$ cat src/rtl/ctmr_pkg.sv
package ctmr_pkg;
    localparam int TMR_W  = 8;
    localparam int PH_W   = 2;
    localparam int HOLD_W = 2;
    localparam logic [HOLD_W-1:0] HOLD_TICKS = 2'd2;

    typedef struct packed {
        logic [PH_W-1:0]   phase;
        logic [TMR_W-1:0]  count;
        logic [HOLD_W-1:0] hold;
        logic              pend;
        logic              ovf;
        logic              wdt_tick;
    } ctmr_state_t;
endpackage

$ cat src/rtl/ctmr_pin_sync.sv
module ctmr_pin_sync #(
    parameter int STAGES = 2
) (
    input  logic clk,
    input  logic rst_n,
    input  logic pin,
    input  logic fall_sel,
    output logic edge_ev
);
    localparam int SH_W = STAGES + 1;

    logic [SH_W-1:0] sh_d, sh_q;
    logic            cur, old;

    always_comb begin
        sh_d    = {sh_q[SH_W-2:0], pin};
        cur     = sh_q[STAGES-1];
        old     = sh_q[STAGES];
        edge_ev = fall_sel ? (~cur & old) : (cur & ~old);
    end

    always_ff @(posedge clk or negedge rst_n) begin
        if (!rst_n) sh_q <= '0;
        else        sh_q <= sh_d;
    end
endmodule

$ cat src/rtl/ctmr_prescaler.sv
module ctmr_prescaler #(
    parameter int PSC_W = 8,
    parameter int SEL_W = 3
) (
    input  logic             clk,
    input  logic             rst_n,
    input  logic             to_wdt,
    input  logic [SEL_W-1:0] sel,
    input  logic             tmr_ev,
    input  logic             wdt_ev,
    input  logic             clr,
    output logic             tmr_inc,
    output logic             wdt_hit
);
    logic [PSC_W-1:0] psc_d, psc_q;
    logic [PSC_W-1:0] mask_tmr, mask_wdt;
    logic             step, hit_t, hit_w;

    always_comb begin
        for (int i = 0; i < PSC_W; i++) begin
            mask_tmr[i] = (i <= int'(sel));
            mask_wdt[i] = (i <  int'(sel));
        end
        hit_t = ((psc_q & mask_tmr) == mask_tmr);
        hit_w = ((psc_q & mask_wdt) == mask_wdt);
        step  = to_wdt ? wdt_ev : tmr_ev;

        if (clr)       psc_d = '0;
        else if (step) psc_d = psc_q + 1'b1;
        else           psc_d = psc_q;

        tmr_inc = to_wdt ? tmr_ev : (tmr_ev & hit_t & ~clr);
        wdt_hit = to_wdt ? (wdt_ev & hit_w & ~clr) : wdt_ev;
    end

    always_ff @(posedge clk or negedge rst_n) begin
        if (!rst_n) psc_q <= '0;
        else        psc_q <= psc_d;
    end
endmodule

$ cat src/rtl/cyc_tmr.sv
module cyc_tmr
    import ctmr_pkg::*;
#(
    parameter int PSC_W       = 8,
    parameter int SEL_W       = 3,
    parameter int SYNC_STAGES = 2
) (
    input  logic             clk,
    input  logic             rst_n,
    input  logic             cfg_src_ext,
    input  logic             cfg_fall_edge,
    input  logic             cfg_psc_to_wdt,
    input  logic [SEL_W-1:0] cfg_ratio,
    input  logic             tmr_we,
    input  logic [TMR_W-1:0] tmr_wdata,
    input  logic             ovf_clr,
    input  logic             wdt_clr,
    input  logic             wdt_osc,
    input  logic             ext_clk,
    output logic [TMR_W-1:0] tmr_count,
    output logic             tmr_ovf,
    output logic             wdt_tick
);
    localparam logic [PH_W-1:0] PH_LAST = '1;

    ctmr_state_t st_d, st_q;
    logic ext_edge, inst_tick, src_ev, psc_clr;
    logic tmr_inc, wdt_hit, apply, wrap;

    ctmr_pin_sync #(.STAGES(SYNC_STAGES)) u_sync (
        .clk      (clk),
        .rst_n    (rst_n),
        .pin      (ext_clk),
        .fall_sel (cfg_fall_edge),
        .edge_ev  (ext_edge)
    );

    ctmr_prescaler #(.PSC_W(PSC_W), .SEL_W(SEL_W)) u_psc (
        .clk     (clk),
        .rst_n   (rst_n),
        .to_wdt  (cfg_psc_to_wdt),
        .sel     (cfg_ratio),
        .tmr_ev  (src_ev),
        .wdt_ev  (wdt_osc),
        .clr     (psc_clr),
        .tmr_inc (tmr_inc),
        .wdt_hit (wdt_hit)
    );

    always_comb begin
        inst_tick = (st_q.phase == PH_LAST);
        src_ev    = cfg_src_ext ? ext_edge : inst_tick;
        psc_clr   = cfg_psc_to_wdt ? wdt_clr : tmr_we;
        apply     = st_q.pend & st_q.phase[0];
        wrap      = ~tmr_we & apply & (st_q.count == '1);

        st_d       = st_q;
        st_d.phase = st_q.phase + 1'b1;

        if (tmr_we) begin
            st_d.count = tmr_wdata;
            st_d.hold  = HOLD_TICKS;
            st_d.pend  = 1'b0;
        end else begin
            if (inst_tick && (st_q.hold != '0))
                st_d.hold = st_q.hold - 1'b1;
            if (apply) begin
                st_d.pend  = 1'b0;
                st_d.count = st_q.count + 1'b1;
            end
            if (tmr_inc && (st_q.hold == '0))
                st_d.pend = 1'b1;
        end

        if (wrap)         st_d.ovf = 1'b1;
        else if (ovf_clr) st_d.ovf = 1'b0;

        st_d.wdt_tick = wdt_hit;
    end

    always_ff @(posedge clk or negedge rst_n) begin
        if (!rst_n) st_q <= '0;
        else        st_q <= st_d;
    end

    assign tmr_count = st_q.count;
    assign tmr_ovf   = st_q.ovf;
    assign wdt_tick  = st_q.wdt_tick;
endmodule

$ cat config.mk
export PLATFORM = sky130hd
export DESIGN_NAME = cyc_tmr
export DESIGN_NICKNAME = d
export VERILOG_FILES = /design/src/rtl/ctmr_pkg.sv /design/src/rtl/ctmr_pin_sync.sv /design/src/rtl/ctmr_prescaler.sv /design/src/rtl/cyc_tmr.sv
export SDC_FILE = /design/constraint.sdc
export NUM_CORES = 1
export LEC_CHECK = 0
export BUFFER_PORTS_ARGS = -buffer_cell sky130_fd_sc_hd__buf_2
export CAP_MARGIN = 10
export CORE_UTILIZATION = 48
export DETAILED_ROUTE_END_ITERATION = 10
export PLACE_DENSITY = 0.76
export SLEW_MARGIN = 20
export SYNTH_ARGS = -nofsm -noshare
export SYNTH_HDL_FRONTEND = slang
export SYNTH_HIERARCHICAL = 1
export SYNTH_SLANG_ARGS = --single-unit
$ cat constraint.sdc
create_clock -name clk -period 1.57 [get_ports clk]
set_clock_uncertainty 0.05 [all_clocks]
set_input_delay 0.157 -clock clk [delete_from_list [all_inputs] [get_ports clk]]
set_output_delay 0.157 -clock clk [all_outputs]
set_load 0.05 [all_outputs]
; ---- Word-level counts from Yosys, hierarchy flattened
; Index checks and enable logic that the tools add are counted.
; W data, S select, Z words.
[classes]
bitwise = 15
magnitude_cmp = 14
n_eq_ne = 4
n_mux = 15
n_addsub = 4
reduce_logical = 9
[op_table]
columns = op, count
row1 = $mux W8, 3
row2 = $add A8 B1 Y8 const B, 2
row3 = $le A3 B3 Y1 const A, 4
row4 = $mux W11, 1
row5 = $mux W1, 10
row6 = $reduce_bool A2 Y1, 5
row7 = $and A1 B1 Y1, 9
row8 = $lt A3 B3 Y1 const A, 3
row9 = $and A8 B7 Y8, 1
row10 = $and A8 B8 Y8, 1
row11 = $eq A8 B7 Y1, 1
row12 = $eq A8 B8 Y1, 1
row13 = $eq A8 B8 Y1 const B, 1
row14 = $le A2 B3 Y1 const A, 2
row15 = $lt A1 B3 Y1 const A, 2
row16 = $lt A2 B3 Y1 const A, 2
row17 = $not A1 Y1, 4
row18 = $le A1 B3 Y1 const A, 1
row19 = $reduce_bool A3 Y1, 1
row20 = $add A2 B1 Y2 const B, 1
row21 = $eq A2 B2 Y1 const B, 1
row22 = $logic_and A1 B1 Y1, 2
row23 = $logic_not A2 Y1, 1
row24 = $mux W2, 1
row25 = $sub A2 B1 Y2 const B, 1
[word_totals]
regBits = 26
output_inout_bits = 10
word_cells = 69

; ---- Logic depth before layout (Yosys ltp)
[depth]
depth_word = 10
ltp_mapped = 8
depth_no_buf = 8

; ---- Modules after synthesis
; The synthesis kept the hierarchy.
[modules_own_cells]
columns = mod, cells_each, n_inst, area_per_inst_um2
row1 = cyc_tmr, 82, 1, 790.8
row2 = ctmr_prescaler, 65, 1, 540.5
row3 = ctmr_pin_sync, 6, 1, 97.6

; ---- Worst setup path before layout
; No wires, ideal clock.
[synth_timing]
path_kind = reg-to-reg
from = register st_q[13] (netlist name)
to = register u_psc.psc_q[6]
arrival_ns = 1.482
path_stages_with_launch = 7
setup_slack_ns = -0.093
period_less_slack_ns = 1.663
n_path_buf = 0
path_cell_list = dfrtp_1 > ha_1 > mux2_2 > mux2_2 > nand4_1 > xor2_1 > nor2_1
[synth_via]
elab_chain_len = 4
[synth_rtl]
columns = item, line
row1 = start: declaration, cyc_tmr.sv:26  ; ctmr_state_t st_d, st_q;
row2 = start signal: assignment, cyc_tmr.sv:83  ; else st_q <= st_d;
row3 = $eq A2 B2 Y1, cyc_tmr.sv:51  ; inst_tick = (st_q.phase == PH_LAST);
row4 = $mux W1, cyc_tmr.sv:52  ; src_ev = cfg_src_ext ? ext_edge : inst_tick;
row5 = net src_ev, cyc_tmr.sv:27  ; logic ext_edge, inst_tick, src_ev, psc_clr;
row6 = $mux W1, ctmr_prescaler.sv:26  ; step = to_wdt ? wdt_ev : tmr_ev;
row7 = $reduce_bool A2 Y1 (no source line), -
row8 = end signal: assignment, ctmr_prescaler.sv:38  ; else psc_q <= psc_d;
row9 = end: declaration, ctmr_prescaler.sv:15  ; logic [PSC_W-1:0] psc_d, psc_q;
; The timed path passes the listed nets, and every way through them passes these cells.
; A chain may end at the register's enable or synchronous reset.

; ---- Worst setup path after layout
[layout_timing]
from = register st_q[13] (netlist name)
to = register u_psc.psc_q[0]
; Same word-level chain as after synthesis.

==> reports/metrics.csv <==
metric,value,unit
drc,0,
yosysTopAreaCell,dfrtp_1,
die_y,56.6,µm
cp_cell_sequence,ha_2 -> mux2_4 -> mux2_4 -> buf_4 -> xnor2_2 -> nor2_1,
critical_path.most_common_cell,mux2_4,
yosysSeqAreaShare,0.455,
synth_cell_types,36,
multi_input_area,718,µm²
worstMarginPinSlew,556,ps
synthCells,153,
crit_path_top_delay_cell,dfrtp_1,
timing.rr.end,u_psc/psc_q[0]$_DFFE_PN0P_,
fin_crit_sh,1.05,
first_iter_violations,22,
core_area,0.00278,mm²
crit_buf_inv,1,
synth.avg_cell_area,9.34,µm²
final_nets,223,
drtPass1Iterations,4,
synth.yosys.warnings,6,
cts.clk_slew.worst_paths,150,ps
drive_gt1_frac,0.284,
leakage,0.866,nW
die-area,0.00320,mm²
grt_pass1_vias,1197,
hold_end,tmr_count[5]$_DFFE_PN0P_,
cts_root_buf,clkbuf_4,
wire_per_inst,13.9,µm
cts_sinks,26,
grt_max_degree,27,
dieWidth,56.6,µm
grt_pass1_wl,5020,µm
htreeDepth,1,
syn_to_final_growth,26.9,%
fillers,228,
hpwl,2230,µm
critPathKind,register to register,
totalPowerFinal,1.52,mW
vdd_drop_max,801,µV
vias,1272,
diodes,0,
antenna_found_initial,0,
relSlewSlack,0.629,
grtUsageMet1,0.242,
cp_top_family,multiplexers,
synth.top_cell.area_share,0.455,
worst_slack,-75.8,ps
num_rows,19,
worstSkewPairLatency,330,ps
worstRegToRegCells,6,
grtUsageMet3,0.0553,
top_level_ports,31,
hp-start,tmr_wdata[5],
crit_fanout,5,
holdPathStages,3,
met2_usage,0.334,
slew_violations,0,
ys_seq_elements,26,
drv_cap,0,
critPathLaunchType,register,
violations,negative setup slack,
rsz0062_at_grt,yes,
worst-r2r-setup-slack,-80,ps
grt-busiest-layer,met2,
ys_top_cells_by_area,"dfrtp_1 46%, nand2_1 5.0%, buf_4 4.2%, nor2_1 3.7%, or4_1 3.7%",
wirelength,3170,µm
register_area,651,µm²
reg2reg_from,st_q[13]$_DFF_PN0_,
portBuffers,30,
synthesis.nets,178,
setup_viol,7,
drtAntennaViolNets,0,
track_usage,0.199,
start_util,0.514,
period_needed,1650,ps
clockBufferDepth,2,
min_path_type,input port to register,
required,1800,ps
arrival,1870,ps
syn-cell-area,0.00143,mm²
power_density,838,mW/mm²
holdWs,14.2,ps
tritoncts,yes,
gp_congestion,0.919,
grt_overflow,0,
fmax,0.608,GHz
cpPeakStageDelay,420,ps
status,finished with violations,
via_per_inst,5.58,
hold_violations,0,
endpoint_kind,register,
cts_made_buffers,3,
repair_timing:
item | 4_1_cts | 5_1_grt
endpoints found under the setup margin | 7 | 11
hold buffers | 9 | 0
resized for setup | 0 | 5
hold endpoints to repair | 34 | 0
pin swaps | 1 | 3
setup buffers | 0 | 3
Yosys cell counts, drive strengths merged:
cell type  count
nand3b         1
dfrtp         26
or2b           4
o21ai          8
o31ai          1
clkbuf         1
nor2          14
nand2b         2
a31oi          1
nand4b         1
and3           1
nand3          7
buf            9
a21o           1
xnor2          5
o22ai          1
xor2           4
nor4           1
mux2           2
a22o           1
nand4          5
or4            7
o211ai         5
ha             4
a21oi          6
nor3           3
mux2i          2
nand2         19
or3            1
inv            8
a22oi          1
o32ai          1
logic make-up (layout without fill, tap and decap cells):
group,after synthesis,count (layout),share of synthesized area
and+or+nand+nor,66,66,0.239
AOI/OAI and AO/OA,26,26,0.117
DFF,26,26,0.455
buffers and inverters,18,62,0.0683
xor gates and xnor gates,9,9,0.0552
adders and majority gates,4,4,0.0350
muxes,4,4,0.0298
through the flow:
stage	setup WS, ps	cell area, µm²	cells	utilization	TNS (ps)
5_1_grt	-166	1810	228	0.652	-1040
3_5_place_dp	-39.4	1620	212	0.583	-188
4_1_cts	-68.5	1760	225	0.634	-325
2_1_floorplan	-34.5	1440	153	-	-80.3
3_3_place_gp	-1.13	1620	212	0.583	-1.71
6_report	-75.8	1810	228	0.652	-375
metal layers:
metal / wire length, µm / vias to the layer above
met5: 0 / -
met4: 31 / 0
met3: 132 / 6
met2: 1690 / 33
met1: 1320 / 612
li1: - / 621
worst max-delay path by stage:
stage | start | endpoint | cells past startpoint
3_5_place_dp | st_q[13]$_DFF_PN0_ | u_psc/psc_q[7]$_DFFE_PN0P_ | 6
5_1_grt | st_q[13]$_DFF_PN0_ | u_psc/psc_q[6]$_DFFE_PN0P_ | 6
2_1_floorplan | st_q[13]$_DFF_PN0_ | u_psc/psc_q[6]$_DFFE_PN0P_ | 6
6_report | st_q[13]$_DFF_PN0_ | u_psc/psc_q[0]$_DFFE_PN0P_ | 6
3_3_place_gp | st_q[13]$_DFF_PN0_ | u_psc/psc_q[6]$_DFFE_PN0P_ | 6
4_1_cts | st_q[13]$_DFF_PN0_ | u_psc/psc_q[7]$_DFFE_PN0P_ | 6
placed cells by master (no fill, tap or decap), types with 2 or more instances in the layout:
| cell type | Yosys | final |
|---|---|---|
| buf_2 | 0 | 30 |
| dfrtp_1 | 26 | 26 |
| nand2_1 | 19 | 19 |
| nor2_1 | 14 | 14 |
| buf_4 | 8 | 11 |
| dlygate4sd3_1 | 0 | 9 |
| inv_1 | 8 | 8 |
| o21ai_0 | 7 | 7 |
| or4_1 | 7 | 7 |
| nand3_1 | 7 | 6 |
| o211ai_1 | 5 | 5 |
| a21oi_1 | 5 | 5 |
| nand4_1 | 4 | 4 |
| xnor2_1 | 5 | 4 |
| xor2_1 | 4 | 4 |
| or2b_1 | 4 | 4 |
| ha_1 | 4 | 3 |
| clkbuf_4 | 0 | 3 |
| nor3_1 | 3 | 3 |
| mux2_4 | 0 | 2 |
| nand2b_1 | 2 | 2 |
flip-flops by register name (all words and copies together), names as in the netlist:
register	flops
st_q	5
tmr_count	8
tmr_ovf	1
u_psc/psc_q	8
u_sync/sh_q	3
wdt_tick	1
where the power goes:
| group | leakage (nW) | switching, mW | internal, mW |
|---|---|---|---|
| registers | 0.329 | 0.0463 | 0.705 |
| clock network | 0.0279 | 0.202 | 0.258 |
| logic | 0.508 | 0.186 | 0.120 |
final cells by class:
| type | count | share of cell area |
|---|---|---|
| timing repair buffer | 50 | 0.178 |
| clock inverter | 1 | 0.0166 |
| clock buffer | 3 | 0.0124 |
| sequential | 26 | 0.359 |
| tap | 31 | 0.0214 |
| multi-input combinational | 109 | 0.396 |
| inverter | 8 | 0.0166 |
worst min-delay path, stage by stage:
cell and delay, ps:
buf_2 80, nand2_1 60, nand3_1 60
No activity file was read; power rests on OpenSTA's default activity.
